<file path="src/rtl/pairfetch_pkg.sv">
package pairfetch_pkg;

  typedef enum logic [2:0] {
    PH_FETCH  = 3'd0,
    PH_MEMRD  = 3'd1,
    PH_SPLIT  = 3'd2,
    PH_DECODE = 3'd3,
    PH_EXEC   = 3'd4
  } phase_e;

  localparam logic [7:0] OPC_LOAD  = 8'h01;
  localparam logic [7:0] OPC_ADD   = 8'h05;
  localparam logic [7:0] OPC_STORE = 8'h21;

  // Strobes from the sequencer to the register datapath.
  typedef struct packed {
    logic takeBuffered;  // issue right instruction from the buffer
    logic marFromPc;     // address register takes the program counter
    logic instrRead;     // instruction word read
    logic splitWord;     // split returned word into instruction fields
    logic operandRead;   // operand read for load/add
    logic mbrFromAc;     // stage accumulator into the buffer register
    logic operandWrite;  // write staged accumulator to memory
    logic acLoad;        // accumulator takes returned data
    logic acAdd;         // accumulator adds returned data
  } strobe_t;

endpackage

</file>
<file path="src/rtl/pairfetch_ctrl.sv">
module pairfetch_ctrl
  import pairfetch_pkg::*;
#(
  parameter int OP_W = 8
) (
  input  logic            clk,
  input  logic            rstN,
  input  logic            ibrValid,
  input  logic [OP_W-1:0] opcode,
  input  logic            marOk,
  output strobe_t         strobe,
  output phase_e          phase,
  output logic            memRd,
  output logic            memWr
);

  phase_e state;
  phase_e nextState;
  logic   loadIssued;
  logic   addIssued;
  logic   isLoad;
  logic   isAdd;
  logic   isStore;

  assign isLoad  = (opcode == OP_W'(OPC_LOAD));
  assign isAdd   = (opcode == OP_W'(OPC_ADD));
  assign isStore = (opcode == OP_W'(OPC_STORE));

  always_comb begin
    strobe    = '0;
    nextState = state;
    unique case (state)
      PH_FETCH: begin
        if (ibrValid) begin
          strobe.takeBuffered = 1'b1;
          nextState           = PH_DECODE;
        end else begin
          strobe.marFromPc = 1'b1;
          nextState        = PH_MEMRD;
        end
      end
      PH_MEMRD: begin
        strobe.instrRead = 1'b1;
        nextState        = PH_SPLIT;
      end
      PH_SPLIT: begin
        strobe.splitWord = 1'b1;
        nextState        = PH_DECODE;
      end
      PH_DECODE: begin
        strobe.operandRead = marOk && (isLoad || isAdd);
        strobe.mbrFromAc   = isStore;
        nextState          = PH_EXEC;
      end
      PH_EXEC: begin
        strobe.acLoad       = loadIssued;
        strobe.acAdd        = addIssued;
        strobe.operandWrite = marOk && isStore;
        nextState           = PH_FETCH;
      end
      default: nextState = PH_FETCH;
    endcase
  end

  always_ff @(posedge clk) begin
    if (!rstN) begin
      state      <= PH_FETCH;
      loadIssued <= 1'b0;
      addIssued  <= 1'b0;
    end else begin
      state      <= nextState;
      loadIssued <= strobe.operandRead && isLoad;
      addIssued  <= strobe.operandRead && isAdd;
    end
  end

  assign phase = state;
  assign memRd = strobe.instrRead | strobe.operandRead;
  assign memWr = strobe.operandWrite;

  // an instruction read never overlaps an operand access
  assert_single_access_R7: assert property (@(posedge clk) disable iff (!rstN)
    strobe.instrRead |-> !strobe.operandRead && !strobe.operandWrite);

  // a buffered instruction goes straight to decode, skipping memory
  assert_buffer_skips_read_R3: assert property (@(posedge clk) disable iff (!rstN)
    (state == PH_FETCH && ibrValid) |=> (state == PH_DECODE && !strobe.instrRead));

  // split only ever follows the instruction read one cycle earlier
  assert_split_after_read_R6: assert property (@(posedge clk) disable iff (!rstN)
    (state == PH_SPLIT) |-> ($past(state) == PH_MEMRD && $past(memRd)));

  // accumulator update only consumes data from a read the cycle before
  assert_ac_needs_read_R6: assert property (@(posedge clk) disable iff (!rstN)
    (strobe.acLoad || strobe.acAdd) |-> $past(memRd));

  // phase code always one of the five legal values
  assert_phase_legal_R4: assert property (@(posedge clk) disable iff (!rstN)
    state inside {PH_FETCH, PH_MEMRD, PH_SPLIT, PH_DECODE, PH_EXEC});

endmodule

</file>
<file path="src/rtl/pairfetch_dp.sv">
module pairfetch_dp
  import pairfetch_pkg::*;
#(
  parameter int OP_W   = 8,
  parameter int ADDR_W = 12,
  parameter int DEPTH  = 1000,
  localparam int INSTR_W = OP_W + ADDR_W,
  localparam int WORD_W  = 2 * INSTR_W
) (
  input  logic              clk,
  input  logic              rstN,
  input  logic              entryRight,
  input  strobe_t           strobe,
  input  logic [WORD_W-1:0] memRdata,
  output logic              ibrValid,
  output logic [OP_W-1:0]   opcode,
  output logic              marOk,
  output logic [ADDR_W-1:0] pc,
  output logic [ADDR_W-1:0] memAddr,
  output logic [WORD_W-1:0] memWdata,
  output logic [WORD_W-1:0] acc
);

  localparam logic [ADDR_W-1:0] LAST_ADDR = ADDR_W'(DEPTH - 1);

  logic [ADDR_W-1:0]  pcReg;
  logic [ADDR_W-1:0]  mar;
  logic [WORD_W-1:0]  mbr;
  logic [OP_W-1:0]    ir;
  logic [INSTR_W-1:0] ibr;
  logic               ibrFull;
  logic               needRight;
  logic [WORD_W-1:0]  ac;

  logic [INSTR_W-1:0] leftInstr;
  logic [INSTR_W-1:0] rightInstr;
  logic [ADDR_W-1:0]  pcNext;

  assign leftInstr  = memRdata[WORD_W-1 -: INSTR_W];
  assign rightInstr = memRdata[INSTR_W-1:0];
  assign pcNext     = (pcReg == LAST_ADDR) ? '0 : pcReg + 1'b1;

  always_ff @(posedge clk) begin
    if (!rstN) begin
      pcReg     <= '0;
      mar       <= '0;
      mbr       <= '0;
      ir        <= '0;
      ibr       <= '0;
      ibrFull   <= 1'b0;
      needRight <= entryRight;
      ac        <= '0;
    end else begin
      if (strobe.takeBuffered) begin
        ir      <= ibr[INSTR_W-1 -: OP_W];
        mar     <= ibr[ADDR_W-1:0];
        pcReg   <= pcNext;
        ibrFull <= 1'b0;
      end
      if (strobe.marFromPc) begin
        mar <= pcReg;
      end
      if (strobe.splitWord) begin
        mbr <= memRdata;
        if (needRight) begin
          ir        <= rightInstr[INSTR_W-1 -: OP_W];
          mar       <= rightInstr[ADDR_W-1:0];
          pcReg     <= pcNext;
          needRight <= 1'b0;
        end else begin
          ibr     <= rightInstr;
          ibrFull <= 1'b1;
          ir      <= leftInstr[INSTR_W-1 -: OP_W];
          mar     <= leftInstr[ADDR_W-1:0];
        end
      end
      if (strobe.mbrFromAc) begin
        mbr <= ac;
      end
      if (strobe.acLoad) begin
        mbr <= memRdata;
        ac  <= memRdata;
      end
      if (strobe.acAdd) begin
        mbr <= memRdata;
        ac  <= ac + memRdata;
      end
    end
  end

  assign ibrValid = ibrFull;
  assign opcode   = ir;
  assign marOk    = (mar <= LAST_ADDR);
  assign pc       = pcReg;
  assign memAddr  = mar;
  assign memWdata = mbr;
  assign acc      = ac;

  // every memory access targets an existing word
  assert_addr_range_R8: assert property (@(posedge clk) disable iff (!rstN)
    (strobe.instrRead || strobe.operandRead || strobe.operandWrite) |-> (mar <= LAST_ADDR));

  // program counter steps by one or wraps from the last word to zero
  assert_pc_stride_R9: assert property (@(posedge clk) disable iff (!rstN)
    (pcReg != $past(pcReg)) |->
      ((pcReg == $past(pcReg) + 1'b1) || ($past(pcReg) == LAST_ADDR && pcReg == '0)));

  // program counter never leaves the memory
  assert_pc_bound_R9: assert property (@(posedge clk) disable iff (!rstN)
    pcReg <= LAST_ADDR);

  // the buffered instruction is consumed exactly once
  assert_ibr_consumed_R3: assert property (@(posedge clk) disable iff (!rstN)
    strobe.takeBuffered |=> !ibrFull);

  // a store writes the value the accumulator held when it was staged
  assert_store_data_R5: assert property (@(posedge clk) disable iff (!rstN)
    strobe.operandWrite |-> (mbr == $past(ac)));

endmodule

</file>
<file path="src/rtl/pairfetch_unit.sv">
module pairfetch_unit
  import pairfetch_pkg::*;
#(
  parameter int OP_W   = 8,
  parameter int ADDR_W = 12,
  parameter int DEPTH  = 1000,
  localparam int WORD_W = 2 * (OP_W + ADDR_W)
) (
  input  logic              clk,
  input  logic              rstN,
  input  logic              entryRight,
  input  logic [WORD_W-1:0] memRdata,
  output logic [ADDR_W-1:0] memAddr,
  output logic              memRd,
  output logic              memWr,
  output logic [WORD_W-1:0] memWdata,
  output logic [WORD_W-1:0] acc,
  output logic [ADDR_W-1:0] pc,
  output logic [2:0]        phase
);

  strobe_t         strobe;
  phase_e          phaseState;
  logic            ibrValid;
  logic [OP_W-1:0] opcode;
  logic            marOk;

  pairfetch_ctrl #(
    .OP_W(OP_W)
  ) ctrl (
    .clk     (clk),
    .rstN    (rstN),
    .ibrValid(ibrValid),
    .opcode  (opcode),
    .marOk   (marOk),
    .strobe  (strobe),
    .phase   (phaseState),
    .memRd   (memRd),
    .memWr   (memWr)
  );

  pairfetch_dp #(
    .OP_W  (OP_W),
    .ADDR_W(ADDR_W),
    .DEPTH (DEPTH)
  ) dp (
    .clk       (clk),
    .rstN      (rstN),
    .entryRight(entryRight),
    .strobe    (strobe),
    .memRdata  (memRdata),
    .ibrValid  (ibrValid),
    .opcode    (opcode),
    .marOk     (marOk),
    .pc        (pc),
    .memAddr   (memAddr),
    .memWdata  (memWdata),
    .acc       (acc)
  );

  assign phase = phaseState;

endmodule

</file>
<file path="config.mk">
export PLATFORM = sky130hd
export DESIGN_NAME = pairfetch_unit
export DESIGN_NICKNAME = d
export VERILOG_FILES = /design/src/rtl/pairfetch_pkg.sv /design/src/rtl/pairfetch_ctrl.sv /design/src/rtl/pairfetch_dp.sv /design/src/rtl/pairfetch_unit.sv
export SDC_FILE = /design/constraint.sdc
export NUM_CORES = 1
export LEC_CHECK = 0
export ABC_AREA = 1
export CAP_MARGIN = 20
export CELL_PAD_IN_SITES_DETAIL_PLACEMENT = 1
export CELL_PAD_IN_SITES_GLOBAL_PLACEMENT = 1
export CORE_MARGIN = 5
export CORE_UTILIZATION = 40
export CTS_CLUSTER_SIZE = 25
export DETAILED_ROUTE_END_ITERATION = 10
export DONT_BUFFER_PORTS = 1
export GPL_ROUTABILITY_DRIVEN = 0
export GPL_TIMING_DRIVEN = 0
export MAX_ROUTING_LAYER = met4
export PLACE_DENSITY_LB_ADDON = 0.15
export SETUP_SLACK_MARGIN = 0.05
export SKIP_LAST_GASP = 1
export SYNTH_ARGS = -nofsm -noshare
export SYNTH_HDL_FRONTEND = slang
export SYNTH_SLANG_ARGS = --single-unit
</file>
<file path="constraint.sdc">
create_clock -name clk -period 5.3 [get_ports clk]
set_input_delay 0.53 -clock clk [delete_from_list [all_inputs] [get_ports clk]]
set_output_delay 0.53 -clock clk [all_outputs]
set_load 0.03 [all_outputs]
</file>
==> metrics.log <==
INFO  metric slew_violations = 0
INFO  metric cts_hold_buf = 0
INFO  metric syn2layout_area_growth = 10.46%
INFO  metric average_footprint_of_a_synthesized_cell = 6.157 sq um
INFO  metric pwr-share-seq = 0.441
INFO  metric min_delay_worst_endpoint = dp.opcode[7]
INFO  metric internal_power = 0.002049 W
INFO  metric grt_antenna_before_repair = 0
INFO  metric cts_resized = 0
INFO  metric number_of_enable_type_register_cells_in_the_synthesized_netlist = 1
INFO  metric drive_above_1_share = 0.04084
INFO  metric cellLeakagePower = 4.786 nW
INFO  metric hold_path_depth = 2
INFO  metric maximum_number_of_pins_on_one_net_before_global_route_repair = 18
INFO  metric rrSetupSlack = 2.16 ns
INFO  metric tot_gr_track_use = 0.3089
INFO  metric worst_r2r_endpoint = dp.acc[32]
INFO  metric design.portCount = 152
INFO  metric fin_nets = 1,589
INFO  metric layout.cell_area.non_filler = 0.01011 sq mm
INFO  metric synth-compound-area-share = 0.2364
INFO  metric cpMaxStageDelayCell = sky130_fd_sc_hd__dfxtp_1
INFO  metric effective_utilization_at_floorplan = 0.4054
INFO  metric gr-total-overflow = 0
INFO  metric ys_warn_count = 0
INFO  metric worst_setup_path_start_kind = flop
INFO  metric clock_latency = 0.43 ns
INFO  metric vertical_die_dimension = 161.2 microns
INFO  metric finalSetupViolations = 0
INFO  metric synth.yosys.seq_area_share = 0.3052
INFO  metric finalCritPeriodShare = 0.5918
INFO  metric floorplan.core_area = 0.02257 sq mm
INFO  metric hold_violations = 0
INFO  metric dieWidth = 161.2 microns
INFO  metric wl = 39,680 microns
INFO  metric cts.sinks = 139
INFO  metric placedCellCount = 1,771
INFO  metric timing.critical_path.buf_inv = 2
INFO  metric routed-via-count = 10,220
INFO  metric finalWorstPathRequiredPeriod = 3.137 ns
INFO  metric first_pass_iters = 5
INFO  metric worst_hold_startpoint = memRdata[39]
INFO  metric worst-path-max-fanout = 4
INFO  metric p_clk_frac = 0.359
INFO  metric synth_fp_nets = 1,570
INFO  metric multi_input_area = 0.005304 sq mm
INFO  metric path_class = flop to flop
INFO  metric cap_violations = 0
INFO  metric tightestPinTransition = 0.8077 ns
INFO  metric layout.area.seq = 0.002793 sq mm
INFO  metric die_area = 0.02600 sq mm
INFO  metric grt_first_pass_wirelength = 60,250 microns
INFO  metric port_buffers = 0
INFO  metric finClkSkew = 0.01266 ns
INFO  metric post_synth_instance_area = 0.009150 sq mm
INFO  metric crit_path_cell_trace = ha_1 -> inv_1 -> fa_1 -> inv_1 -> nand3_1 -> nand3_1 -> nand2_1 -> nand2_1 -> nand3_1 -> nand2_1 -> nand2_1 -> nand3_1 -> nand3_1 -> nand2_1 -> a21oi_1
INFO  metric total_switching_power = 0.001423 W
INFO  metric synth_xor_area_frac = 0.01244
INFO  metric rr_worst_depth = 15
INFO  metric final_core_utilization = 0.4478
INFO  metric fin_cells = 1,803
INFO  metric htree_depth = 4
INFO  metric post_detailed_route_count_of_antenna_violating_nets = 0
INFO  metric critical_path.max_stage_delay = 0.62 ns
INFO  metric classification_of_the_worst_slack_hold_path = primary input to flop
INFO  metric post-dp-hpwl = 31,280 microns
INFO  metric final_critical_path_setup_slack = 2.163 ns
INFO  metric main_combinational_cell_family_by_area_after_synthesis = simple AND/OR/NAND/NOR gates
INFO  metric tns = 0 ns
INFO  metric vias_per_cell = 5.667
INFO  metric dpl_worst_slack = 2.247 ns
INFO  metric filler_cell_count = 3,107
INFO  metric drc_violation_total_after_the_first_tritonroute_iteration = 596
INFO  metric grt_pass1_vias = 10,270
INFO  metric pwr-share-comb = 0.201
INFO  metric timing.critical_path.max_delay_family = simple AND/OR/NAND/NOR gates
INFO  metric post-route-drc-count = 0
INFO  metric fp-row-count = 55
INFO  metric worst-endpoint-arrival = 3.43 ns
INFO  metric yosys.area_share.simple = 0.2739
INFO  metric synthMuxAreaShare = 0
INFO  metric relSlewSlack = 0.4615
INFO  metric yosys_register_bits = 139
INFO  metric run_status = finished, final reports clean
INFO  metric dpl_cell_area = 0.009507 sq mm
INFO  metric reg2reg_from = dp.acc[0]
INFO  metric vdd_ir_drop_max = 0.0002001 V
INFO  metric max_clock_freq = 318.8 MHz
INFO  metric cts-root-to-sink-buffers = 2
INFO  metric cts_post_setup_buffers_inserted = 0
INFO  metric n_antenna_cell = 0
INFO  metric rsz0062_at_grt = no
INFO  metric power.switching_fraction = 0.4099
INFO  metric power.density_cell_area = 343.5 mW/mm^2
INFO  metric clockRootBuffer = sky130_fd_sc_hd__clkbuf_16
INFO  metric synth_async_sr_flop_share = 0
INFO  metric yosys_most_used_dff = sky130_fd_sc_hd__dfxtp_1
INFO  metric clkTransAtPathRegs = 0.07 ns
INFO  metric yosys.area_share.adder = 0.05688
INFO  metric synthesis.instances = 1,486
INFO  metric wl_per_cell = 22.01 microns
INFO  metric inserted_clock_buffers = 17
INFO  metric critical_path.endpoint_type = flop
INFO  metric tritoncts = done
INFO  metric netlist_cell_types = 45
INFO  metric worst-endpoint-required = 5.59 ns
-- layout by cell type, fill, tap and decap left out, types with 3 or more instances in the layout --
master,instances
sky130_fd_sc_hd__buf_2,9
sky130_fd_sc_hd__nand2_2,4
sky130_fd_sc_hd__a211oi_1,18
sky130_fd_sc_hd__nor2_2,3
sky130_fd_sc_hd__inv_2,3
sky130_fd_sc_hd__a21oi_1,163
sky130_fd_sc_hd__nand3_1,60
sky130_fd_sc_hd__o21bai_1,3
sky130_fd_sc_hd__nor2_1,103
sky130_fd_sc_hd__or3_1,4
sky130_fd_sc_hd__xor2_1,8
sky130_fd_sc_hd__a221oi_1,3
sky130_fd_sc_hd__inv_1,212
sky130_fd_sc_hd__o22ai_1,5
sky130_fd_sc_hd__inv_6,3
sky130_fd_sc_hd__inv_8,4
sky130_fd_sc_hd__ha_1,40
sky130_fd_sc_hd__clkinv_8,5
sky130_fd_sc_hd__o211ai_1,10
sky130_fd_sc_hd__dfxtp_1,138
sky130_fd_sc_hd__xnor2_1,5
sky130_fd_sc_hd__o21ai_1,6
sky130_fd_sc_hd__nor3_1,17
sky130_fd_sc_hd__clkbuf_1,45
sky130_fd_sc_hd__nand4_1,7
sky130_fd_sc_hd__a31oi_1,4
sky130_fd_sc_hd__nand2_1,401
sky130_fd_sc_hd__nor4_1,3
sky130_fd_sc_hd__clkbuf_16,17
sky130_fd_sc_hd__o21ai_0,186
-- Yosys cell counts, drive strengths merged, types with 2 or more instances --
master | count | area, sq um
nand2 | 406 | 1541
inv | 216 | 813.3
o21ai | 192 | 960.9
a21oi | 163 | 815.8
dfxtp | 138 | 2763
nor2 | 108 | 427.9
nand3 | 62 | 320.3
clkbuf | 45 | 168.9
ha | 40 | 500.5
a211oi | 18 | 135.1
nor3 | 18 | 101.4
buf | 13 | 67.56
o211ai | 10 | 75.07
xor2 | 8 | 70.07
nand4 | 7 | 43.79
o22ai | 5 | 31.28
xnor2 | 5 | 43.79
a221oi | 4 | 41.29
a31oi | 4 | 25.02
or3 | 4 | 25.02
nor4 | 3 | 18.77
o21bai | 3 | 22.52
nor3b | 2 | 15.01
o221ai | 2 | 17.52
o31ai | 2 | 15.01
-- worst reg2reg max path, delay by kind of cell, from the launching register on --
family / cells / cell delay, ns
buffers and inverters: 2 / 0.29
flip-flops: 1 / 0.62
AO/OA/AOI/OAI: 1 / 0.06
AND/OR/NAND/NOR: 10 / 1.24
adder cells (fa/ha/maj): 2 / 0.78
-- power by group through the flow --
stage	clock network, W	registers, W	logic, W
after CTS	0.00125	0.00153	0.000689
after global routing	0.00129	0.00155	0.000771
after floorplan	0	0.00151	0.000489
after detailed placement	0	0.00155	0.000681
after global placement	0	0.00155	0.000662
final	0.00124	0.00153	0.000697
-- cell type report --
class                           instances  share of cell area
Clock inverter                         15             0.01733
Tap cell                              285             0.03528
Inverter                              217             0.08084
Multi-Input combinational cell       1072              0.5248
Clock buffer                           17             0.04209
Buffer                                 58             0.02340
Sequential cell                       139              0.2763
-- routing by layer --
metal  GRT usage  up-vias  part of all wire
li1            -     4887                 -
met1      0.3803     4931              0.43
met2      0.4908      323              0.45
met3     0.07476       76             0.083
met4      0.1210        0             0.038
met5           -        -                 0
-- kinds of logic after synthesis --
logic type / count (synthesis)
AOI/OAI and AO/OA: 406
xor gates and xnor gates: 13
adders and majority gates: 41
buffers and inverters: 275
DFF: 139
and+or+nand+nor: 612
-- registers in the layout, indices dropped and copies added (netlist names) --
register,count
dp.acc,40
dp.memWdata,40
dp.ibr,20
dp.memAddr,12
dp.pc,12
dp.opcode,8
ctrl.phase,3
ctrl.addIssued,1
ctrl.loadIssued,1
dp.ibrValid,1
dp.needRight,1
-- through the flow --
step	hold WS, ns	power (W)
after floorplan	0.4382	0.001999
after global placement	0.4531	0.002213
after detailed placement	0.4601	0.002236
after CTS	0.2629	0.003472
after global routing	0.2674	0.003616
final	0.2651	0.003472
-- how the worst max path moves through the flow --
stage / from / to / slack (ns) / cells after the start
floorplan: dp.acc[0] / dp.acc[24] / 3.07 / 15
global placement: dp.acc[0] / dp.acc[32] / 2.32 / 15
detailed placement: dp.acc[0] / dp.acc[32] / 2.25 / 15
CTS: dp.acc[0] / dp.acc[32] / 2.23 / 15
global route: dp.acc[0] / dp.acc[32] / 2.07 / 16
finish: dp.acc[0] / dp.acc[32] / 2.16 / 15
No activity file was read; power rests on OpenSTA's default activity.
